File: src/rtl/sertx_pkg.sv
package sertx_pkg;
  typedef enum logic [1:0] {
    FR_NONE  = 2'd0,
    FR_DATA  = 2'd1,
    FR_IDLE  = 2'd2,
    FR_BREAK = 2'd3
  } frame_kind_t;
endpackage

File: src/rtl/sertx_hold.sv
// Holding register with the status-read-then-write acceptance rule.
module sertx_hold #(
  parameter int DATA_W = 9
) (
  input  logic              clk,
  input  logic              rst,
  input  logic              stat_rd,
  input  logic              wr_en,
  input  logic [DATA_W-1:0] wr_data,
  input  logic              load,
  output logic [DATA_W-1:0] hold_data,
  output logic              hold_valid,
  output logic              wr_acc
);
  logic armed;

  // a write is taken for sending only when empty and armed by a status read
  assign wr_acc = wr_en & ~hold_valid & armed;

  always_ff @(posedge clk) begin
    if (rst) begin
      hold_data  <= '0;
      hold_valid <= 1'b0;
      armed      <= 1'b0;
    end else begin
      // overwrite while full; a write coincident with load is lost with the valid bit
      if (wr_en && (hold_valid || armed)) hold_data <= wr_data;
      if (load)        hold_valid <= 1'b0;
      else if (wr_acc) hold_valid <= 1'b1;
      if (wr_en)                       armed <= 1'b0;
      else if (stat_rd && !hold_valid) armed <= 1'b1;
    end
  end
endmodule

File: src/rtl/sertx_frame.sv
// Builds the bit vector and length of the next frame (combinational).
module sertx_frame
  import sertx_pkg::*;
#(
  parameter int DATA_W  = 9,
  parameter int FRAME_W = DATA_W + 3,
  parameter int CNT_W   = $clog2(FRAME_W + 1)
) (
  input  logic [DATA_W-1:0]  data,
  input  logic               nine_bit,
  input  logic               par_en,
  input  logic               par_odd,
  input  frame_kind_t        kind,
  output logic [FRAME_W-1:0] vec,
  output logic [CNT_W-1:0]   len
);
  localparam int SHORT_W = DATA_W - 1;

  logic [DATA_W-1:0]  used_bits;
  logic               par_bit;
  logic [FRAME_W-1:0] dvec;
  int                 ppos;

  always_comb begin
    used_bits = nine_bit ? data : {1'b0, data[DATA_W-2:0]};
    par_bit   = (^used_bits) ^ par_odd;
    dvec      = '1;
    dvec[0]   = 1'b0;
    for (int i = 0; i < DATA_W; i++) begin
      if (nine_bit || i < SHORT_W) dvec[1+i] = data[i];
    end
    ppos = nine_bit ? DATA_W + 1 : DATA_W;
    if (par_en) dvec[ppos] = par_bit;
    len = CNT_W'(nine_bit ? DATA_W + 2 : DATA_W + 1) + CNT_W'(par_en);
    case (kind)
      FR_BREAK: vec = '0;
      FR_IDLE:  vec = '1;
      default:  vec = dvec;
    endcase
  end
endmodule

File: src/rtl/sertx_seq.sv
// Frame sequencer: picks break/idle/data at boundaries and shifts bits out.
module sertx_seq
  import sertx_pkg::*;
#(
  parameter int FRAME_W = 12,
  parameter int CNT_W   = $clog2(FRAME_W + 1)
) (
  input  logic               clk,
  input  logic               rst,
  input  logic               baud_tick,
  input  logic               hold_valid,
  input  logic               wr_acc,
  input  logic               brk_req,
  input  logic               idle_req,
  input  logic [FRAME_W-1:0] vec,
  input  logic [CNT_W-1:0]   len,
  output frame_kind_t        kind,
  output logic               load,
  output logic               txd,
  output logic               tc
);
  logic               busy;
  logic [CNT_W-1:0]   cnt;
  logic [FRAME_W-1:0] sh;
  logic               brk_seen;
  logic               pre_pend;
  logic               boundary;
  logic               start;

  always_comb begin
    if (brk_req || brk_seen) kind = FR_BREAK;
    else if (pre_pend)       kind = FR_IDLE;
    else if (hold_valid)     kind = FR_DATA;
    else                     kind = FR_NONE;
  end

  assign boundary = baud_tick & (~busy | (cnt == '0));
  assign start    = boundary & (kind != FR_NONE);
  assign load     = start & (kind == FR_DATA);

  always_ff @(posedge clk) begin
    if (rst) begin
      busy     <= 1'b0;
      cnt      <= '0;
      sh       <= '1;
      txd      <= 1'b1;
      tc       <= 1'b1;
      brk_seen <= 1'b0;
      pre_pend <= 1'b0;
    end else begin
      brk_seen <= brk_req | (brk_seen & ~(start & (kind == FR_BREAK)));
      pre_pend <= idle_req | (pre_pend & ~(start & (kind == FR_IDLE)));
      if (boundary) begin
        if (start) begin
          txd  <= vec[0];
          sh   <= {1'b1, vec[FRAME_W-1:1]};
          cnt  <= len - CNT_W'(1);
          busy <= 1'b1;
        end else begin
          txd  <= 1'b1;
          busy <= 1'b0;
        end
      end else if (baud_tick && busy) begin
        txd <= sh[0];
        sh  <= {1'b1, sh[FRAME_W-1:1]};
        cnt <= cnt - CNT_W'(1);
      end
      if (wr_acc || idle_req || brk_req)  tc <= 1'b0;
      else if (boundary && !start && busy) tc <= 1'b1;
    end
  end
endmodule

File: src/rtl/serial_tx_break.sv
module serial_tx_break
  import sertx_pkg::*;
#(
  parameter int DATA_W = 9
) (
  input  logic              clk,
  input  logic              rst,
  input  logic              baud_tick,
  input  logic              nine_bit,
  input  logic              par_en,
  input  logic              par_odd,
  input  logic              stat_rd,
  input  logic              wr_en,
  input  logic [DATA_W-1:0] wr_data,
  input  logic              brk_req,
  input  logic              idle_req,
  output logic              txd,
  output logic              tdre,
  output logic              tc
);
  localparam int FRAME_W = DATA_W + 3;
  localparam int CNT_W   = $clog2(FRAME_W + 1);

  logic [DATA_W-1:0]  hold_data;
  logic               hold_valid;
  logic               wr_acc;
  logic               load;
  frame_kind_t        kind;
  logic [FRAME_W-1:0] vec;
  logic [CNT_W-1:0]   len;

  sertx_hold #(.DATA_W(DATA_W)) u_hold (
    .clk(clk), .rst(rst), .stat_rd(stat_rd), .wr_en(wr_en), .wr_data(wr_data),
    .load(load), .hold_data(hold_data), .hold_valid(hold_valid), .wr_acc(wr_acc)
  );

  sertx_frame #(.DATA_W(DATA_W), .FRAME_W(FRAME_W), .CNT_W(CNT_W)) u_frame (
    .data(hold_data), .nine_bit(nine_bit), .par_en(par_en), .par_odd(par_odd),
    .kind(kind), .vec(vec), .len(len)
  );

  sertx_seq #(.FRAME_W(FRAME_W), .CNT_W(CNT_W)) u_seq (
    .clk(clk), .rst(rst), .baud_tick(baud_tick), .hold_valid(hold_valid),
    .wr_acc(wr_acc), .brk_req(brk_req), .idle_req(idle_req), .vec(vec), .len(len),
    .kind(kind), .load(load), .txd(txd), .tc(tc)
  );

  assign tdre = ~hold_valid;
endmodule

File: config.mk
export PLATFORM = sky130hd
export DESIGN_NAME = serial_tx_break
export DESIGN_NICKNAME = d
export VERILOG_FILES = /design/src/rtl/sertx_pkg.sv /design/src/rtl/sertx_hold.sv /design/src/rtl/sertx_frame.sv /design/src/rtl/sertx_seq.sv /design/src/rtl/serial_tx_break.sv
export SDC_FILE = /design/constraint.sdc
export NUM_CORES = 1
export LEC_CHECK = 0
export ABC_AREA = 0
export BUFFER_PORTS_ARGS = -buffer_cell sky130_fd_sc_hd__buf_2
export CELL_PAD_IN_SITES_DETAIL_PLACEMENT = 1
export CELL_PAD_IN_SITES_GLOBAL_PLACEMENT = 2
export CORE_MARGIN = 4
export CORE_UTILIZATION = 30
export DETAILED_ROUTE_END_ITERATION = 7
export MAX_ROUTING_LAYER = met4
export PLACE_DENSITY = 0.75
export SLEW_MARGIN = 5
export SYNTH_ARGS = -nofsm -noshare
export SYNTH_HDL_FRONTEND = slang
export SYNTH_HIERARCHICAL = 1
export SYNTH_SLANG_ARGS = --single-unit
File: constraint.sdc
create_clock -name clk -period 4.85 [get_ports clk]
set_input_delay 0.7275 -clock clk [delete_from_list [all_inputs] [get_ports clk]]
set_output_delay 0.7275 -clock clk [all_outputs]
set_load 0.005 [all_outputs]
# ---- Word level (Yosys, flattened, before mapping)
# Cells that the tools add are included.
dict set report totals {
  out_inout_bits 3
  wordCells 80
  reg_bits 32
  input_bits 19
}
dict set report classes {
  n_reduce_logical 20
  n_eq_ne 4
  n_addsub 3
  magnitude_cmp 2
  n_mux 24
  n_bitwise 17
}
# op n
set op_table {}
lappend op_table {{$mux W12} 4}
lappend op_table {{$ge A32 B1 Y1 const B} 1}
lappend op_table {{$lt A32 B6 Y1 const B} 1}
lappend op_table {{$pmux W12 S2} 1}
lappend op_table {{$bwmux W12} 1}
lappend op_table {{$mux W4} 3}
lappend op_table {{$mux W1} 10}
lappend op_table {{$and A1 B1 Y1} 9}
lappend op_table {{$mux W9} 1}
lappend op_table {{$reduce_xor A9 Y1} 1}
lappend op_table {{$sub A4 B1 Y4 const B} 2}
lappend op_table {{$logic_and A1 B1 Y1} 6}
lappend op_table {{$mux W2} 3}
lappend op_table {{$reduce_bool A2 Y1} 3}
lappend op_table {{$add A4 B1 Y4} 1}
lappend op_table {{$demux W1 S4} 1}
lappend op_table {{$eq A2 B2 Y1 const B} 2}
lappend op_table {{$logic_not A4 Y1} 1}
lappend op_table {{$logic_or A1 B1 Y1} 4}
lappend op_table {{$not A1 Y1} 4}
lappend op_table {{$reduce_or A2 Y1} 2}
lappend op_table {{$or A1 B1 Y1} 3}
lappend op_table {{$eq A2 B1 Y1 const B} 1}
lappend op_table {{$logic_not A1 Y1} 2}
lappend op_table {{3 further kinds} 3}

# ---- Depth between registers and ports, before layout
# Gate-level depths: netlist (run 1).
dict set report depth {
  word_depth 10
  depth_mapped 10
  depth_no_buf 8
}

# ---- Cells and area by module
# Netlist (run 1), hierarchy kept.
# mod area_each_um2 cells_each seq_area_each_um2 n_inst
set by_module_without_submodules {}
lappend by_module_without_submodules {sertx_seq 1054.8 116 400.4 1}
lappend by_module_without_submodules {sertx_hold 484.2 49 220.2 1}
lappend by_module_without_submodules {sertx_frame 251.5 39 0.0 1}
lappend by_module_without_submodules {serial_tx_break 3.8 1 0.0 1}

# ---- Worst setup path after synthesis (run 1)
# No wires, ideal clock.
dict set report synth_timing {
  path_type {input-to-reg}
  from {input baud_tick}
  to {register u_seq.cnt[2]}
  setup_ns 0.136
  n_path_buf 2
  required_ns 4.714
  arrival_ns 2.032
  stages 9
  slack_ns 2.682
  path_cell_list {buf_4 inv_1 nor2_4 buf_12 mux2i_1 ha_1 inv_1 a2111oi_0 a211oi_1}
}
dict set report synth_via {
  elab_chain_len 4
  word_cells_on_any_way 7
  classes_between {1 x eq/ne; 1 x mux; 2 x bitwise; 3 x reduce/logical}
}
# element line_no
set synth_lines {}
lappend synth_lines {{from (decl)} serial_tx_break.sv:8} ;# input logic baud_tick,
lappend synth_lines {{$and A1 B1 Y1} sertx_seq.sv:37} ;# assign boundary = baud_tick & (~busy | (cnt == '0));
lappend synth_lines {{$and A1 B1 Y1} sertx_seq.sv:38} ;# assign start = boundary & (kind != FR_NONE);
lappend synth_lines {{$ne A2 B2 Y1 (no source line)} -}
lappend synth_lines {{$reduce_and A2 Y1 (no source line)} -}
lappend synth_lines {{to (signal assigned)} sertx_seq.sv:57} ;# cnt <= len - CNT_W'(1);
lappend synth_lines {{to (signal assigned)} sertx_seq.sv:66} ;# cnt <= cnt - CNT_W'(1);
lappend synth_lines {{to (decl)} sertx_seq.sv:23} ;# logic [CNT_W-1:0] cnt;
# Several ways; a longest one is shown, not always the timed one.
# A chain may end at the register's enable or synchronous reset.

# ---- Worst setup path after layout (run 1)
dict set report layout_timing {
  from {register u_seq.cnt[3]}
  to {register u_seq.cnt[2]}
}
dict set report layout_via {
  elab_chain_len 6
  word_cells_on_any_way 8
  classes_between {1 x eq/ne; 1 x mux; 3 x bitwise; 3 x reduce/logical}
}
# element line_no
set layout_lines {}
lappend layout_lines {{$logic_not A4 Y1 (*)} sertx_seq.sv:37}
lappend layout_lines {{$or A1 B1 Y1 (*)} sertx_seq.sv:37}
lappend layout_lines {{$and A1 B1 Y1 (*)} sertx_seq.sv:37}
lappend layout_lines {{$and A1 B1 Y1} sertx_seq.sv:38}
lappend layout_lines {{$ne A2 B2 Y1 (no source line)} -}
lappend layout_lines {{$reduce_and A2 Y1 (no source line)} -}
# Mark *: on every way between the ends. The rest lies on a longest branch, timed or not.

==> results of run 1 <==
per-stage QoR:
stage	cell area, µm²	power [mW]	hold slack [ns]	setup WS, ns
global placement	1920	0.425	0.465	2.34
detailed placement	1920	0.424	0.468	2.29
floorplan	1790	0.395	0.447	2.68
global route	2000	0.664	0.499	2.33
finish	2000	0.623	0.479	2.46
CTS	2000	0.638	0.480	2.46
power by group through the flow:
stage               sequential (mW)  combinational [mW]  clock (mW)
CTS                           0.290               0.129       0.219
floorplan                     0.291               0.103           0
global placement              0.296               0.129           0
finish                        0.290               0.128       0.205
detailed placement            0.296               0.129           0
global route                  0.292               0.143       0.228
critical path, stage by stage (launching register included):
cell and delay, ns:
dfxtp_1 0.37, o41a_2 0.58, nor2_4 0.40, mux2i_1 0.24
ha_1 0.21, inv_1 0.06, nor2_1 0.09, o21ai_0 0.09
a211oi_1 0.25
path summary, 6_finish.rpt:
check / start / to / slack, ns
worst max-delay path: u_seq/cnt[3] / u_seq/cnt[2] / 2.46
worst min-delay path: u_hold/hold_data[1] / u_hold/hold_data[1] / 0.48
worst max register to register: u_seq/cnt[3] / u_seq/cnt[2] / 2.46
worst min register to register: u_hold/hold_data[1] / u_hold/hold_data[1] / 0.48
routing by layer:
metal  global-route usage, %  vias up  share of wire, %  routed length [µm]
li1                        -      757                 -                   -
met1                    15.8      677                52                2130
met2                    17.7       22                43                1780
met3                    2.72        8               3.3                 138
met4                    5.90        0               2.1                  85
met5                       -        -                 0                   0
kinds of logic (layout without fill, tap and decap cells):
logic type,count (synthesis),count (layout),share of synthesized area (%)
AOI/OAI and AO/OA,49,49,19.0
adders and majority gates,2,2,1.39
other,1,1,0.209
muxes,20,20,11.2
DFF,31,31,34.6
buffers and inverters,28,46,7.81
xor gates and xnor gates,8,8,5.51
and+or+nand+nor,66,66,20.4
cell type report:
type                            count  share of cell area [%]
Clock inverter                      1                   0.250
Multi-Input combinational cell    146                    51.6
Inverter                           18                    3.37
Clock buffer                        6                    4.12
Sequential cell                    31                    31.0
Timing Repair Buffer               21                    5.24
Tap cell                           72                    4.49
cells in the final DEF, fill, tap and decap left out, drive strengths merged:
cell type	n
clkbuf	6
nand4	1
nor3	14
o21ai	11
a211o	1
xor2	1
a211oi	3
a32oi	1
buf	21
ha	2
xnor3	2
conb	1
o311ai	1
clkinv	2
nor4b	1
o41a	1
a311oi	1
or4	2
dfxtp	31
nand2b	20
xnor2	5
a21oi	19
nor3b	2
nand2	10
mux2i	20
nand3	1
o31a	1
nor2	11
a2111oi	1
a21boi	1
a31oi	1
inv	17
nor2b	1
o41ai	3
nor4	1
o32ai	1
o21a	3
or3	2
==> summary.txt, run 1 <==
Cells and area
  – Post-layout util: 35.5%
  – Register area: 621 µm²
  – Multi-input combinational cell area: 1030 µm²
  – N_diodes: 0
  – Largest registers: u_seq/sh x11, u_hold/hold_data x9, u_seq/cnt x4
  – Fillers: 689
  – Synth-to-Final Area Change: 11.7%
  – Layout cells sized above 1: 16.6%
  – Non-filler cells, final: 295
  – Max reg flops: 11
  – Fin nets: 244
  – Biggest register: u_seq/sh

Clock network
  – CTS root buffer: clkbuf_8
  – Hold_buf cts: 0
  – CTS tree: yes
  – Clk buf depth: 2
  – H-Tree Depth: 2
  – # clock sinks: 31
  – Clock slew at reported path FFs: 0.07 ns
  – Post-CTS setup repair buffer count: 0
  – Clock Latency Late Sink: 0.28 ns
  – Post-CTS Resized: 0
  – CTS buffer count: 5

Floorplan
  – DIE AREA: 7280 µm²
  – I/O pin count: 22
  – Die Y: 85.3 µm
  – Initial Util: 31.8%
  – Number of cell rows: 27
  – Floorplan core area: 5640 µm²
  – Die Wd: 85.3 µm

Logic synthesis
  – Netlist Area Pre-Place: 1790 µm²
  – Synth top area share: 34.6%
  – Synth area leaders: dfxtp_1 (35%), mux2i_1 (11%), nand2b_1 (7.0%), a21oi_1 (5.0%), nor3_1 (3.9%)
  – Mapped Cells: 205
  – Post-synth top area cell: dfxtp_1
  – Most frequent cell after synthesis: dfxtp_1
  – Syn Nets: 226
  – Synth Register Bits: 31
  – Top_reg_cell synth: dfxtp_1
  – Asr flop ratio synth: 0%
  – Number of synthesized flops with an enable pin: 0
  – Post-synthesis sequential area ratio: 34.6%
  – Syn Area/Cell: 8.75 µm²
  – Post-synth top cells: dfxtp_1 (31), mux2i_1 (20), nand2b_1 (20)
  – Synth warn: 6
  – Count of cell types in the netlist: 48

Timing
  – Final Setup Violations: 0
  – Least-Margin Pin Slew: 0.877 ns
  – Fin crit share: 49.3%
  – Fmax: 418 MHz
  – Final Skew: 0.00424 ns
  – Min Tclk post-route: 2.39 ns
  – RSZ-0062 raised after global routing: false
  – Setup TNS: 0 ns
  – Slew Limit Fails: 0
  – Hold Fails Final Rpt: 0
  – Slew margin rel.: 41.6%

Drt
  – Avg WL per Cell: 14.0 µm
  – Remaining DRCs: 0
  – Vias: 1464
  – Detailed Route WL: 4.14 mm
  – 1st-pass router iterations: 4
  – Via density: 4.96
  – Post-route ant nets: 0
  – Initial drt markers: 43

Global route
  – Vias in the first global route: 1399
  – All-Layer GR Usage: 12.1%
  – First-pass GRT wire length: 6.82 mm
  – Grt total ovfl: 0
  – Pin count of the biggest net entering global routing: 41
  – Initial antenna violation count: 0

Critical path
  – Crit Path Max Fanout: 12
  – CP required: 5.04 ns
  – Worst setup EP type: register
  – CP startpoint kind: register
  – Reg2Reg Depth: 8
  – Worst path arrival time: 2.58 ns
  – Crit Path Class: reg2reg

Worst hold path
  – HP Class: reg2reg
  – Hold Path Depth: 2

Power
  – Sw Ratio: 28.9%
  – Sequential power share: 46.6%
  – Max IR drop VDD: 0.000133 V
  – Clock network power share: 32.9%
  – Sw Pwr: 180 µW
  – Cell area power density: 311 nW/µm²
  – Gate power share: 20.5%
  – Int Power: 443 µW
  – Lkg Pwr: 0.764 nW

Place
  – Routability cong.: 0.735
  – Hpwl dp: 2.95 mm
  – Dpl cells: 288
  – I/O Buffers: 21

Status
  – Status: complete, no violations

Job
  – Max Cap Viol: 0
(Power assumes the default switching activity.)
==> run 2: changes to the inputs <==
--- a/config.mk
+++ b/config.mk
@@ -5,7 +5,7 @@
 export SDC_FILE = /design/constraint.sdc
 export NUM_CORES = 1
 export LEC_CHECK = 0
-export ABC_AREA = 0
+export ABC_AREA = 1
 export BUFFER_PORTS_ARGS = -buffer_cell sky130_fd_sc_hd__buf_2
 export CELL_PAD_IN_SITES_DETAIL_PLACEMENT = 1
 export CELL_PAD_IN_SITES_GLOBAL_PLACEMENT = 2
@@ -13,7 +13,7 @@
 export CORE_UTILIZATION = 30
 export DETAILED_ROUTE_END_ITERATION = 7
 export MAX_ROUTING_LAYER = met4
-export PLACE_DENSITY = 0.75
+export PLACE_DENSITY = 0.8
 export SLEW_MARGIN = 5
 export SYNTH_ARGS = -nofsm -noshare
 export SYNTH_HDL_FRONTEND = slang
==> constraint.sdc (replaced) <==
create_clock -name clk -period 2.34 [get_ports clk]
set_input_delay 0.351 -clock clk [delete_from_list [all_inputs] [get_ports clk]]
set_output_delay 0.351 -clock clk [all_outputs]
set_load 0.005 [all_outputs]
==> summary.txt, run 2 <==
Cells and area
  – Fin nets: 326
  – Largest registers: u_seq/sh x11, u_hold/hold_data x9, u_seq/cnt x4
  – Post-route cell area: 2180 µm²
  – Biggest register: u_seq/sh
  – Layout cells sized above 1: 24.5%
  – Most frequent cells in the layout: nand2_1 (70), inv_1 (36), dfxtp_1 (31)
  – Register area: 621 µm²
  – Fillers: 851
  – Max reg flops: 11
  – N_diodes: 0
  – Multi-input combinational cell area: 1080 µm²
  – Non-filler cells, final: 383
  – Most common cell after layout, fill and taps aside: nand2_1
  – Synth-to-Final Area Change: 11.9%

Logic synthesis
  – Post-Synth XOR/XNOR Area: 0.899%
  – Asr flop ratio synth: 0%
  – Number of synthesized flops with an enable pin: 0
  – Synth Register Bits: 31
  – Synth Area in Compound Gates: 15.7%
  – Synth top area share: 31.9%
  – Post-synth top area cell: dfxtp_1
  – Largest family of logic cells by synthesized area: simple AND/OR/NAND/NOR gates
  – Syn Nets: 306
  – Count of cell types in the netlist: 35
  – Netlist Area Pre-Place: 1950 µm²
  – Most frequent cell after synthesis: nand2_1
  – Mapped Cells: 285
  – Synth warn: 6
  – Post-synth top cells: nand2_1 (70), inv_1 (36), dfxtp_1 (31)
  – Synth area leaders: dfxtp_1 (32%), nand2_1 (13%), inv_1 (6.9%), nand3_2 (5.7%), nand3_1 (5.1%)
  – Syn Area/Cell: 6.84 µm²
  – Post-synthesis mux area share: 0%
  – Adder-cell share of the synthesized area: 1.28%
  – Post-synthesis sequential area ratio: 31.9%
  – Top_reg_cell synth: dfxtp_1
  – Simple-Gate Fraction of Synth Area: 37.3%

Critical path
  – Worst-path cell chain: nor2_1 > nand2_1 > nand2_2 > nand2_4 > inv_2 > nand2_2 > nand2_4 > inv_4 > o21ai_1 > inv_1 > nand2_1 > inv_1
  – Buf/Inv on CP: 4
  – Crit Path Class: reg2reg
  – Worst setup EP type: register
  – Family with the most delay on the worst path: simple AND/OR/NAND/NOR gates
  – Worst path arrival time: 1.98 ns
  – Worst reg2reg path endpoint: u_seq/cnt[3]
  – Crit Path Max Fanout: 18
  – CP required: 2.52 ns
  – Slowest stage delay, CP: 0.32 ns
  – R2R Setup Slk: 0.53 ns
  – CP startpoint kind: register
  – Reg2reg start: u_seq/cnt[3]
  – Slowest CP cell: dfxtp_1
  – Reg2Reg Depth: 12

Clock network
  – Post-CTS setup repair buffer count: 0
  – Post-CTS Resized: 0
  – Clk buf depth: 2
  – CTS root buffer: clkbuf_8
  – CTS buffer count: 5
  – Clock slew at reported path FFs: 0.06 ns
  – CTS tree: yes
  – # clock sinks: 31
  – Clock Latency Late Sink: 0.28 ns
  – H-Tree Depth: 2
  – Hold_buf cts: 0

Status
  – Status: complete, no violations

Place
  – Dpl cells: 375
  – Placed Instance Area: 2100 µm²
  – I/O Buffers: 21
  – Hpwl dp: 3.61 mm
  – Routability cong.: 0.754

Global route
  – First-pass GRT wire length: 7.89 mm
  – Vias in the first global route: 1756
  – Pin count of the biggest net entering global routing: 21
  – Grt total ovfl: 0
  – All-Layer GR Usage: 13.3%
  – Initial antenna violation count: 0

Timing
  – Min Tclk post-route: 1.81 ns
  – Final Setup Violations: 0
  – Slew Limit Fails: 0
  – RSZ-0062 raised after global routing: false
  – Fmax: 554 MHz
  – Final Skew: 0.00732 ns
  – Slew margin rel.: 58.1%
  – Hold Fails Final Rpt: 0
  – Fin crit share: 77.2%
  – Least-Margin Pin Slew: 0.627 ns
  – Setup TNS: 0 ns

Power
  – Cell area power density: 621 nW/µm²
  – Lkg Pwr: 1.08 nW
  – Max IR drop VDD: 0.000300 V

Floorplan
  – Die Wd: 88.6 µm
  – Die Y: 88.6 µm
  – DIE AREA: 7850 µm²
  – Number of cell rows: 29
  – Floorplan core area: 6310 µm²
  – I/O pin count: 22
  – Initial Util: 30.9%

Drt
  – Initial drt markers: 57
  – Vias: 1765
  – 1st-pass router iterations: 4
  – Post-route ant nets: 0
  – Remaining DRCs: 0
  – Via density: 4.61
  – Avg WL per Cell: 12.0 µm
  – Detailed Route WL: 4.59 mm

Job
  – Max Cap Viol: 0

Worst hold path
  – Hold Path Depth: 2
  – HP Class: in2reg
  – Hold_sp: rst
  – Worst Hold Endpoint: u_seq/pre_pend
==> run 2: worst max path at each step <==
| stage | from | end | slack (ns) | cells after the start |
|---|---|---|---|---|
| final | u_seq/cnt[3] | u_seq/cnt[3] | 0.53 | 12 |
| after global routing | u_seq/cnt[1] | u_seq/cnt[3] | 0.26 | 12 |
| after CTS | u_seq/cnt[3] | u_seq/cnt[3] | 0.50 | 12 |
| after detailed placement | brk_req | u_seq/sh[5] | 0.50 | 9 |
| after global placement | brk_req | u_seq/sh[5] | 0.53 | 9 |
| after floorplan | brk_req | u_seq/sh[9] | 0.86 | 9 |
==> run 2: through the flow <==
step                worst slack (ns)  power, mW  util [%]  hold slack, ns
CTS                            0.501       1.39      34.5           0.262
floorplan                      0.862      0.883         -           0.420
finish                         0.534       1.35      34.5           0.275
global route                   0.261       1.46      34.5           0.280
detailed placement             0.504      0.967      33.2           0.460
global placement               0.528      0.961      33.2           0.446
==> run 2: cells by family after synthesis <==
logic type	count (synthesis)
simple gates	147
buf+inv	58
compound gates	44
flops	31
xor+xnor	2
fa+ha+maj	2
other cells	1
==> run 2: area by class of cell <==
type / count / area share, %
Clock buffer: 7 / 3.50
Clock inverter: 1 / 0.230
Inverter: 48 / 8.38
Multi-Input combinational cell: 196 / 49.5
Sequential cell: 31 / 28.5
Tap cell: 77 / 4.42
Timing Repair Buffer: 23 / 5.51
==> run 2: worst reg2reg max path: stages (launching register included) <==
cell and delay [ns]:
dfxtp_1 0.32, nor2_1 0.12, nand2_1 0.07, nand2_2 0.12, nand2_4 0.18, inv_2 0.20
nand2_2 0.11, nand2_4 0.17, inv_4 0.14, o21ai_1 0.14, inv_1 0.05, nand2_1 0.06
inv_1 0.03
==> run 2: power breakdown <==
group	switching (mW)	internal, mW	total, mW	leakage (nW)
Clock	0.197	0.208	0.405	0.0422
Combinational	0.217	0.130	0.347	0.781
Sequential	0.0291	0.573	0.602	0.256
==> run 2: layer usage <==
layer  up-vias  track usage (%)  wire [µm]
met1       804             16.5       2240
met3         5             3.17        129
met5         -                -          0
met4         0             4.12         51
li1        941                -          -
met2        15             21.4       2180
==> run 3: changes to the inputs <==
==> constraint.sdc (replaced) <==
create_clock -name clk -period 1.7 [get_ports clk]
set_input_delay 0.255 -clock clk [delete_from_list [all_inputs] [get_ports clk]]
set_output_delay 0.255 -clock clk [all_outputs]
set_load 0.005 [all_outputs]
==> summary.txt, run 3 (synthesis results as in run 2) <==
Cells and area
  – Max reg flops: 11
  – N_diodes: 0
  – Fillers: 840
  – Post-layout util: 36.0%
  – Post-route cell area: 2280 µm²
  – Most frequent cells in the layout: nand2_1 (69), inv_1 (36), dfxtp_1 (25)
  – Layout cells sized above 1: 29.7%
  – Multi-input combinational cell area: 1090 µm²
  – Most common cell after layout, fill and taps aside: nand2_1
  – Synth-to-Final Area Change: 16.8%
  – Largest registers: u_seq/sh x11, u_hold/hold_data x9, u_seq/cnt x4
  – Register area: 628 µm²
  – Biggest register: u_seq/sh
  – Fin nets: 333

Timing
  – Min Tclk post-route: 1.57 ns
  – Fin crit share: 92.1%
  – Hold Fails Final Rpt: 0
  – Final Skew: 0.00176 ns
  – Slew Limit Fails: 0
  – Setup TNS: 0 ns
  – Worst Hold Slack: 0.191 ns
  – Final Setup Violations: 0
  – Worst setup margin: 0.135 ns
  – Fmax: 639 MHz
  – RSZ-0062 raised after global routing: false

Critical path
  – CP required: 1.92 ns
  – Reg2Reg Depth: 8
  – CP startpoint kind: register
  – Crit Path Class: reg2reg
  – Worst setup EP type: register
  – Crit Path Max Fanout: 9
  – Worst path arrival time: 1.79 ns

Job
  – Max Cap Viol: 0

Worst hold path
  – HP Class: in2reg
  – Hold Path Depth: 2

Global route
  – Grt total ovfl: 0
  – First-pass GRT wire length: 8.41 mm
  – Pin count of the biggest net entering global routing: 19
  – Initial antenna violation count: 0
  – Vias in the first global route: 1906
  – All-Layer GR Usage: 14.1%

Place
  – I/O Buffers: 21
  – Routability cong.: 0.744
  – Hpwl dp: 3.76 mm
  – Worst slack, placed: 0.0280 ns
  – Placed Instance Area: 2150 µm²

Drt
  – 1st-pass router iterations: 4
  – Post-route ant nets: 0
  – Remaining DRCs: 0
  – Initial drt markers: 46
  – Detailed Route WL: 4.82 mm
  – Vias: 1826
  – Avg WL per Cell: 12.3 µm
  – Via density: 4.68

Floorplan
  – I/O pin count: 22
  – Number of cell rows: 29
  – Die Wd: 88.6 µm
  – Floorplan core area: 6310 µm²
  – Initial Util: 30.9%
  – Die Y: 88.6 µm
  – DIE AREA: 7850 µm²

Power
  – Max IR drop VDD: 0.000444 V
  – Cell area power density: 871 nW/µm²
  – Lkg Pwr: 1.13 nW

Clock network
  – CTS tree: yes
  – Clk buf depth: 2
  – Clock Latency Late Sink: 0.28 ns
  – H-Tree Depth: 2
  – Clock slew at reported path FFs: 0.06 ns
  – CTS buffer count: 5
  – CTS root buffer: clkbuf_8
  – # clock sinks: 31

Status
  – Status: complete, no violations
## run 3: repair_timing
item | in CTS | in global routing
setup endpoints to repair | 0 | 9
hold buffers | 0 | 0
resized for setup | 0 | 11
buffers inserted | 0 | 0
## run 3: where the power goes
group,switching [mW],total [mW],leakage [nW],internal [mW]
Sequential,0.0405,0.831,0.259,0.790
Combinational,0.313,0.513,0.820,0.201
Clock,0.270,0.639,0.0515,0.369
## run 3: final timing paths
kind	slack, ns	from	to
setup / recovery	0.13	u_seq/brk_seen	u_seq/sh[2]
hold / removal	0.19	rst	u_seq/pre_pend
setup reg to reg	0.13	u_seq/brk_seen	u_seq/sh[2]
hold reg to reg	0.47	u_seq/sh[3]	u_seq/sh[3]
## run 3: critical path, cell delays in order, from the launching register on
cell	delay, ns
dfxtp_1	0.31
nor2_2	0.12
inv_2	0.06
or2_4	0.27
nand2_1	0.14
clkinvlp_4	0.21
a21oi_1	0.22
o211ai_2	0.12
nand3_2	0.07
## run 3: layout make-up
| class | count | area share [%] |
|---|---|---|
| Multi-Input combinational cell | 196 | 48.0 |
| Inverter | 48 | 8.19 |
| Tap cell | 77 | 4.23 |
| Clock buffer | 8 | 4.40 |
| Sequential cell | 31 | 27.6 |
| Timing Repair Buffer | 30 | 7.59 |
## run 3: through the flow
| step | power (mW) | cells |
|---|---|---|
| 2_1_floorplan | 1.22 | 285 |
| 3_3_place_gp | 1.34 | 382 |
| 3_5_place_dp | 1.35 | 382 |
| 4_1_cts | 2.02 | 390 |
| 5_1_grt | 2.13 | 390 |
| 6_report | 1.98 | 390 |
## run 3: routing by layer
layer	vias to the layer above	GRT usage (%)	wire length (µm)
met3	5	2.79	127
met4	0	4.95	71
met1	849	17.0	2320
met2	17	23.4	2300
met5	-	-	0
li1	955	-	-
